File: config.mk
export PLATFORM = sky130hd
export DESIGN_NAME = vblank_gen
export DESIGN_NICKNAME = d
export VERILOG_FILES = /design/src/rtl/vbk_pkg.sv /design/src/rtl/vbk_regs.sv /design/src/rtl/vbk_count.sv /design/src/rtl/vbk_fieldcmp.sv /design/src/rtl/vblank_gen.sv
export SDC_FILE = /design/constraint.sdc
export NUM_CORES = 1
export LEC_CHECK = 0
export BUFFER_PORTS_ARGS = -buffer_cell sky130_fd_sc_hd__buf_2
export CAP_MARGIN = 20
export CELL_PAD_IN_SITES_DETAIL_PLACEMENT = 1
export CELL_PAD_IN_SITES_GLOBAL_PLACEMENT = 1
export CORE_AREA = 10 10 177 179
export CTS_BUF_LIST = sky130_fd_sc_hd__clkbuf_4 sky130_fd_sc_hd__clkbuf_8
export DETAILED_ROUTE_END_ITERATION = 7
export DIE_AREA = 0 0 187 189
export GPL_TIMING_DRIVEN = 0
export PLACE_DENSITY = 0.77
export SLEW_MARGIN = 20
export SYNTH_ARGS = -nofsm -noshare
export SYNTH_HDL_FRONTEND = slang
export SYNTH_SLANG_ARGS = --single-unit
export TNS_END_PERCENT = 1
File: constraint.sdc
create_clock -name clk -period 4.8 [get_ports clk]
set_clock_uncertainty 0.05 [all_clocks]
set_input_delay 0.48 -clock clk [delete_from_list [all_inputs] [get_ports clk]]
set_output_delay 0.48 -clock clk [all_outputs]
set_load 0.005 [all_outputs]
File: src/rtl/vbk_pkg.sv
package vbk_pkg;

    localparam int unsigned CRD_W    = 12;
    localparam int unsigned REG_W    = 32;
    localparam int unsigned LINE_LSB = 16;
    localparam int unsigned NFLD     = 2;
    localparam int unsigned ADDR_W   = 3;

    typedef logic [CRD_W-1:0] crd_t;

    typedef struct packed {
        crd_t line;
        crd_t pix;
    } point_t;

    typedef struct packed {
        point_t start;
        point_t stop;
    } window_t;

    typedef struct packed {
        crd_t first;
        crd_t last;
    } vspan_t;

    typedef struct packed {
        window_t [NFLD-1:0] win;
        vspan_t  [NFLD-1:0] vsp;
        crd_t               pix_last;
        crd_t               line_last;
    } regs_t;

    typedef struct packed {
        crd_t pix;
        crd_t line;
    } cnt_t;

    typedef struct packed {
        logic blank;
        logic vflag;
    } outs_t;

    typedef enum logic [ADDR_W-1:0] {
        A_F0_ON   = 3'd0,
        A_F0_OFF  = 3'd1,
        A_F1_ON   = 3'd2,
        A_F1_OFF  = 3'd3,
        A_F0_VSP  = 3'd4,
        A_F1_VSP  = 3'd5,
        A_PIXLAST = 3'd6,
        A_LNLAST  = 3'd7
    } addr_e;

    function automatic logic [REG_W-1:0] pack_pair(crd_t hi, crd_t lo);
        logic [REG_W-1:0] w;
        w = '0;
        w[LINE_LSB +: CRD_W] = hi;
        w[0 +: CRD_W]        = lo;
        return w;
    endfunction

endpackage

File: src/rtl/vbk_regs.sv
module vbk_regs
    import vbk_pkg::*;
(
    input  logic              clk,
    input  logic              rst_n,
    input  logic              bus_wr,
    input  logic [ADDR_W-1:0] bus_addr,
    input  logic [REG_W-1:0]  bus_wdata,
    output logic [REG_W-1:0]  bus_rdata,
    output regs_t             regs
);

    regs_t regs_d, regs_q;
    crd_t  w_hi, w_lo;
    logic  unused_rsv;

    assign w_hi = bus_wdata[LINE_LSB +: CRD_W];
    assign w_lo = bus_wdata[0 +: CRD_W];
    assign unused_rsv = ^{bus_wdata[REG_W-1:LINE_LSB+CRD_W],
                          bus_wdata[LINE_LSB-1:CRD_W]};

    always_comb begin
        regs_d = regs_q;
        if (bus_wr) begin
            unique case (addr_e'(bus_addr))
                A_F0_ON:   regs_d.win[0].start = '{line: w_hi, pix: w_lo};
                A_F0_OFF:  regs_d.win[0].stop  = '{line: w_hi, pix: w_lo};
                A_F1_ON:   regs_d.win[1].start = '{line: w_hi, pix: w_lo};
                A_F1_OFF:  regs_d.win[1].stop  = '{line: w_hi, pix: w_lo};
                A_F0_VSP:  regs_d.vsp[0]       = '{first: w_hi, last: w_lo};
                A_F1_VSP:  regs_d.vsp[1]       = '{first: w_hi, last: w_lo};
                A_PIXLAST: regs_d.pix_last     = w_lo;
                A_LNLAST:  regs_d.line_last    = w_lo;
                default:   regs_d = regs_q;
            endcase
        end
    end

    always_comb begin
        unique case (addr_e'(bus_addr))
            A_F0_ON:   bus_rdata = pack_pair(regs_q.win[0].start.line, regs_q.win[0].start.pix);
            A_F0_OFF:  bus_rdata = pack_pair(regs_q.win[0].stop.line,  regs_q.win[0].stop.pix);
            A_F1_ON:   bus_rdata = pack_pair(regs_q.win[1].start.line, regs_q.win[1].start.pix);
            A_F1_OFF:  bus_rdata = pack_pair(regs_q.win[1].stop.line,  regs_q.win[1].stop.pix);
            A_F0_VSP:  bus_rdata = pack_pair(regs_q.vsp[0].first, regs_q.vsp[0].last);
            A_F1_VSP:  bus_rdata = pack_pair(regs_q.vsp[1].first, regs_q.vsp[1].last);
            A_PIXLAST: bus_rdata = pack_pair('0, regs_q.pix_last);
            A_LNLAST:  bus_rdata = pack_pair('0, regs_q.line_last);
            default:   bus_rdata = '0;
        endcase
    end

    always_ff @(posedge clk or negedge rst_n) begin
        if (!rst_n) regs_q <= '0;
        else        regs_q <= regs_d;
    end

    assign regs = regs_q;

endmodule

File: src/rtl/vbk_count.sv
module vbk_count
    import vbk_pkg::*;
(
    input  logic clk,
    input  logic rst_n,
    input  crd_t pix_last,
    input  crd_t line_last,
    output crd_t pix,
    output crd_t line
);

    cnt_t cnt_d, cnt_q;
    logic eol, eof;

    assign eol = (cnt_q.pix >= pix_last);
    assign eof = (cnt_q.line >= line_last);

    always_comb begin
        cnt_d = cnt_q;
        if (eol) begin
            cnt_d.pix  = '0;
            cnt_d.line = eof ? '0 : CRD_W'(cnt_q.line + 1'b1);
        end else begin
            cnt_d.pix  = CRD_W'(cnt_q.pix + 1'b1);
        end
    end

    always_ff @(posedge clk or negedge rst_n) begin
        if (!rst_n) cnt_q <= '0;
        else        cnt_q <= cnt_d;
    end

    assign pix  = cnt_q.pix;
    assign line = cnt_q.line;

endmodule

File: src/rtl/vbk_fieldcmp.sv
module vbk_fieldcmp
    import vbk_pkg::*;
(
    input  logic               clk,
    input  logic               rst_n,
    input  logic               field_sel,
    input  window_t [NFLD-1:0] win,
    input  vspan_t  [NFLD-1:0] vsp,
    input  crd_t               pix,
    input  crd_t               line,
    output logic               start_hit,
    output logic               stop_hit,
    output logic               vline_on,
    output logic               vline_off,
    output logic               vblank,
    output logic               vbit
);

    logic [NFLD-1:0] on_f, off_f, von_f, voff_f;
    outs_t           out_d, out_q;

    for (genvar f = 0; f < NFLD; f++) begin : g_fld
        assign on_f[f]   = (pix == win[f].start.pix) && (line == win[f].start.line);
        assign off_f[f]  = (pix == win[f].stop.pix)  && (line == win[f].stop.line);
        assign von_f[f]  = (line == vsp[f].first);
        assign voff_f[f] = (line == vsp[f].last);
    end

    assign start_hit = on_f[field_sel];
    assign stop_hit  = off_f[field_sel];
    assign vline_on  = von_f[field_sel];
    assign vline_off = voff_f[field_sel];

    always_comb begin
        out_d = out_q;
        if (stop_hit)       out_d.blank = 1'b0;
        else if (start_hit) out_d.blank = 1'b1;
        if (vline_off)      out_d.vflag = 1'b0;
        else if (vline_on)  out_d.vflag = 1'b1;
    end

    always_ff @(posedge clk or negedge rst_n) begin
        if (!rst_n) out_q <= '0;
        else        out_q <= out_d;
    end

    assign vblank = out_q.blank;
    assign vbit   = out_q.vflag;

endmodule

File: src/rtl/vblank_gen.sv
module vblank_gen
    import vbk_pkg::*;
(
    input  logic              clk,
    input  logic              rst_n,
    input  logic              field_sel,
    input  logic              bus_wr,
    input  logic [ADDR_W-1:0] bus_addr,
    input  logic [REG_W-1:0]  bus_wdata,
    output logic [REG_W-1:0]  bus_rdata,
    output logic [CRD_W-1:0]  pix_cnt,
    output logic [CRD_W-1:0]  line_cnt,
    output logic              vblank,
    output logic              vbit
);

    regs_t regs;
    crd_t  pix_last, line_last;
    logic  start_hit, stop_hit, vline_on, vline_off;

    vbk_regs u_regs (
        .clk       (clk),
        .rst_n     (rst_n),
        .bus_wr    (bus_wr),
        .bus_addr  (bus_addr),
        .bus_wdata (bus_wdata),
        .bus_rdata (bus_rdata),
        .regs      (regs)
    );

    assign pix_last  = regs.pix_last;
    assign line_last = regs.line_last;

    vbk_count u_count (
        .clk       (clk),
        .rst_n     (rst_n),
        .pix_last  (pix_last),
        .line_last (line_last),
        .pix       (pix_cnt),
        .line      (line_cnt)
    );

    vbk_fieldcmp u_cmp (
        .clk       (clk),
        .rst_n     (rst_n),
        .field_sel (field_sel),
        .win       (regs.win),
        .vsp       (regs.vsp),
        .pix       (pix_cnt),
        .line      (line_cnt),
        .start_hit (start_hit),
        .stop_hit  (stop_hit),
        .vline_on  (vline_on),
        .vline_off (vline_off),
        .vblank    (vblank),
        .vbit      (vbit)
    );

endmodule

Word level (Yosys, flattened, before mapping)
Index checks and enable logic that the tools add are counted.
Widths: inputs -> output; s select.

cells by class
  add/subtract/negate cells = 2
  magnitude comparators = 3
  equal/unequal tests = 19
  mux-type cells = 15
  reductions and logical operators = 15

operators with widths
  kind                   number
  $pmux 32 s8            1
  $eq 12x12->1           12
  $add 12x1->12 const B  2
  $ge 12x12->1           2
  $mux 12                2
  $reduce_and 2->1       8
  $eq 3x3->1 const B     4
  $mux 1                 12
  $eq 3x2->1 const B     2
  $logic_and 1x1->1      4
  $reduce_bool 2->1      2
  $eq 3x1->1 const B     1
  $logic_not 3->1        1
  $lt 1x2->1 const B     1

word-level totals
  register bits after elaboration = 194
  input port bits = 39
  output and inout port bits = 58

Depth between registers and ports, before layout
  depth in word-level cells = 6
  gate-level depth with buffers = 10
  mapped depth without buffers = 8

Cells and area by module
A second synthesis with hierarchy kept.

second synthesis, totals
  cell total of the unflattened synthesis = 985
  area total of the unflattened synthesis = 11433.5 µm²

by module, submodules not included
  module        instances  cells an instance  area each (µm²)
  vbk_regs      1          570                7825.0
  vbk_count     1          205                1855.5
  vbk_fieldcmp  1          210                1752.9

Least setup slack after synthesis
No wires, ideal clock.

  kind = input-to-output
  start = in bus_addr[0]
  end = out bus_rdata[20]
  arrival time = 1.551 ns
  data required time = 4.270 ns
  path slack = 2.719 ns
  stages = 7
  path buffers = 3
  cell sequence = buf_4 > buf_6 > buf_6 > mux2_2 > o22ai_1 > o22ai_1 > o21a_1

between the ends
  cells in the longest elaborated chain, start to end = 2
  elaborated cells on any way between the ends = 9

RTL lines
  element                             RTL line          source
  start, declared                     vblank_gen.sv:8   input logic [ADDR_W-1:0] bus_addr,
  $eq 3x3->1 (tied with other cells)  vbk_regs.sv:40    unique case (addr_e'(bus_addr))
  $pmux 32 s8 *                       vbk_regs.sv:40
  end, declared                       vblank_gen.sv:10  output logic [REG_W-1:0] bus_rdata,

Mark *: on every way between the ends. The rest lies on a longest branch, timed or not. The select of a mux whose other input is x is not followed.

Final worst setup path
  start = in bus_addr[1]
  end = out bus_rdata[1]

Same word-level chain as after synthesis.

==> impl_metrics.tcl <==
set metrics [dict create \
    comb_power_share_pct 35.3 \
    worstPathMaxFanout 10 \
    maxSlewViolCount 0 \
    routabilityCongestion 0.954 \
    rr_startpoint "u_count.pix[0]$_DFF_PN0_" \
    synth_largest_type_area_fraction_pct 43.0 \
    place.detailed.instances 1450 \
    h_tree_level_count 4 \
    final-hold-violation-count 0 \
    io_pins 97 \
    ff2ff_path_depth 9 \
    power-per-cell-area_nw_per_um2 423 \
    ys_dominant_reg_cell "sky130_fd_sc_hd__dfrtp_1" \
    max_clock_freq_ghz 0.310 \
    cts_tree "yes" \
    async_reset_ff_share_pct 100 \
    vdd_ir_drop_max_uv 143 \
    port_buffers 78 \
    worst_hold_depth 2 \
    most_common_cell_after_layout_fill_and_taps_aside "sky130_fd_sc_hd__dfrtp_1" \
    ys_types 57 \
    min_period_over_period_pct 67.1 \
    layout_common_cells "sky130_fd_sc_hd__dfrtp_1 (194), sky130_fd_sc_hd__mux2_2 (155), sky130_fd_sc_hd__buf_2 (107)" \
    clk_latency_ns 0.49 \
    floorplan.die.width_um 187 \
    path_class "primary input to output pin" \
    design.die.area_um2 35300 \
    final_cell_count_no_fill 1483 \
    wl_per_cell_um 26.7 \
    drv.max_cap_violation_count 0 \
    die_h_um 189 \
    share_seq_of_total_power_pct 44.5 \
    r2r-end "u_count.line[3]$_DFFE_PN0P_" \
    average_vias_per_placed_instance 5.77 \
    nNetsFinal 1157 \
    cp.arrival_ns 2.69 \
    critical_path.endpoint_type "output pin" \
    total_leakage_power_nw 5.73 \
    core_region_area_um2 27600 \
    critical_path.startpoint_type "primary input" \
    maxSlewHeadroom_pct 36.6 \
    overflow 0 \
    clock_sinks 194 \
    synthesis.instances 985 \
    synth_enable_flop_cells 0 \
    initial_core_util_pct 40.9 \
    hp-class "primary input to flip-flop" \
    antenna-diode-count 0 \
    postRouteAntennaNets 0 \
    crit_required_ns 4.27 \
    hpwlAfterDp_mm 29.7 \
    areaGrowthSynthToFinish_pct 11.9 \
    power_frac_clock_pct 20.2 \
    flip_flop_and_latch_count_after_synthesis 194 \
    power.share.switching_pct 38.1 \
    final.min_clock_period_ns 3.22 \
    vias_in_the_first_global_route 9143 \
    drt_pass1_iterations 6 \
    via_count 8564 \
    buffer_cell_driving_the_clock_tree_root "sky130_fd_sc_hd__clkbuf_8" \
    clk_path_buf_depth 2 \
    synth_area_per_cell_um2 11.5 \
    timing.hold.worst_endpoint "u_regs.regs[42]$_DFFE_PN0P_" \
    finalSetupViolations 0 \
    r2r_slack_ns 2.33 \
    transition_time_at_the_pin_with_the_least_slew_margin_ns 0.950 \
    net_sw_power_mw 2.04 \
    setup_repair_after_global_routing_missed_its_margin "false" \
    outcome "complete, no violations" \
    routed_wl_mm 39.6 \
    grt_start_max_net_pins 96 \
    min_from "bus_wdata[22]" \
    setup_fix_buffers_added_after_clock_tree_synthesis 0 \
    synth.cell_area_um2 11300 \
    final_core_util_pct 45.7 \
    p_int_mw 3.30 \
    grt_first_pass_wirelength_mm 58.9 \
    ys_seq_area_share_pct 43.0 \
    grt_antenna_before_repair 0 \
    clk_pin_slew_worst_paths_ns 0.11 \
    drt_first_iter_violations 801 \
    netlist.top_cell.by_area "sky130_fd_sc_hd__dfrtp_1" \
    final_layout_size_suffix_gt1_share_pct 33.2 \
    ys_top_cells_by_area "sky130_fd_sc_hd__dfrtp_1 (43%), sky130_fd_sc_hd__mux2_2 (15%), sky130_fd_sc_hd__xnor2_1 (5.9%), sky130_fd_sc_hd__mux2i_1 (4.7%), sky130_fd_sc_hd__xor2_1 (4.3%)" \
    cts_made_buffers 17 \
    row_count 61 \
    yosysWarnings 0 \
    gr-usage-all-layers_pct 22.0 \
    route.detailed.drc 0 \
]
-- repair_timing --
| item | 4_1_cts | 5_1_grt |
|---|---|---|
| hold endpoints to repair | 22 | 0 |
| setup endpoints to repair | 0 | 0 |
| hold buffers | 1 | 0 |
| resized for setup | 0 | 0 |
-- worst max-delay path, stage by stage --
cell,delay (ns)
sky130_fd_sc_hd__buf_2,0.13
sky130_fd_sc_hd__buf_4,0.23
sky130_fd_sc_hd__buf_2,0.35
sky130_fd_sc_hd__buf_1,0.76
sky130_fd_sc_hd__a31oi_1,0.19
sky130_fd_sc_hd__a21oi_1,0.36
sky130_fd_sc_hd__buf_2,0.19
-- area by class of cell --
cell class	count	area, um^2
inverters	31	116
multi-input cells	693	5890
repair buffers	81	465
clock inverters	13	128
flip-flops and latches	194	4850
well taps	378	473
plain buffers	74	458
clock buffers	19	249
fillers	3043	15000
-- per-stage QoR --
| stage | setup TNS [ns] | hold slack (ns) | setup slack, ns | area [um^2] | power (mW) |
|---|---|---|---|---|---|
| final | 0 | 0.230 | 1.58 | 12600 | 5.34 |
| after global routing | 0 | 0.233 | 1.61 | 12600 | 5.61 |
| after CTS | 0 | 0.216 | 1.77 | 12600 | 5.33 |
| after detailed placement | 0 | 0.276 | 1.79 | 12300 | 4.25 |
| after global placement | -20.61 | 0.438 | -0.121 | 12200 | 4.16 |
| after floorplan | 0 | 0.134 | 2.72 | 11300 | 3.52 |
-- per-layer routing --
layer	global-route usage [%]	wire length (um)	vias to the layer above
met5	0	0	-
met4	8.13	1340	0
met3	5.31	3250	76
met2	35.5	18400	371
met1	28.1	16600	4433
li1	-	-	3684
-- synthesized netlist by cell type (2+ instances only) --
library cell / n
sky130_fd_sc_hd__ha_1: 26
sky130_fd_sc_hd__nor2_1: 61
sky130_fd_sc_hd__and2_1: 2
sky130_fd_sc_hd__mux4_2: 6
sky130_fd_sc_hd__buf_6: 7
sky130_fd_sc_hd__a211oi_1: 11
sky130_fd_sc_hd__a21o_1: 6
sky130_fd_sc_hd__inv_2: 2
sky130_fd_sc_hd__dfrtp_1: 194
sky130_fd_sc_hd__buf_2: 30
sky130_fd_sc_hd__inv_1: 29
sky130_fd_sc_hd__nor2b_1: 4
sky130_fd_sc_hd__clkbuf_1: 13
sky130_fd_sc_hd__o21a_1: 9
sky130_fd_sc_hd__xnor2_1: 76
sky130_fd_sc_hd__nor3_1: 5
sky130_fd_sc_hd__xor2_1: 55
sky130_fd_sc_hd__a22oi_1: 3
sky130_fd_sc_hd__nor2_2: 4
sky130_fd_sc_hd__buf_4: 21
sky130_fd_sc_hd__buf_1: 2
sky130_fd_sc_hd__o22ai_1: 18
sky130_fd_sc_hd__a22o_1: 7
sky130_fd_sc_hd__a221oi_1: 5
sky130_fd_sc_hd__nand4_1: 19
sky130_fd_sc_hd__o21ai_0: 16
sky130_fd_sc_hd__nand3_1: 14
sky130_fd_sc_hd__mux2_4: 20
sky130_fd_sc_hd__a21oi_1: 28
sky130_fd_sc_hd__mux2_2: 155
sky130_fd_sc_hd__a31oi_1: 7
sky130_fd_sc_hd__and3_1: 4
sky130_fd_sc_hd__nor4_1: 19
sky130_fd_sc_hd__mux2i_1: 53
sky130_fd_sc_hd__nand2_1: 26
sky130_fd_sc_hd__o21ai_1: 7
-- power groups by stage --
stage	clock network (mW)	registers [mW]	logic [mW]
detailed placement	0	2.39	1.86
global route	1.16	2.41	2.03
floorplan	0	2.26	1.26
global placement	0	2.37	1.79
finish	1.08	2.37	1.89
CTS	1.10	2.36	1.88
-- flip-flops by register name, summed over array words and instances (netlist names) --
register      cells
u_regs.regs     168
u_count.line     12
u_count.pix      12
u_cmp.vbit        1
u_cmp.vblank      1
-- cells by family after synthesis --
kind of cell	Yosys count	synth area share, %
AND/OR/NAND/NOR	165	7.27
AO/OA/AOI/OAI	128	7.50
adder cells (fa/ha/maj)	26	2.88
other	1	0.0332
XOR/XNOR	131	10.2
flip-flops	194	43.0
buffers and inverters	105	5.08
multiplexers	235	24.1
-- worst max path at each step --
stage	from	cells after the start	slack, ns	to
after floorplan	bus_addr[0]	7	2.72	bus_rdata[20]
after global placement	rst_n	1	-0.12	u_regs.regs[83]$_DFFE_PN0P_
after detailed placement	bus_addr[1]	7	1.79	bus_rdata[1]
after CTS	bus_addr[2]	7	1.77	bus_rdata[1]
after global routing	bus_addr[1]	7	1.61	bus_rdata[1]
final	bus_addr[1]	7	1.58	bus_rdata[1]
No activity file was read; power rests on OpenSTA's default activity.
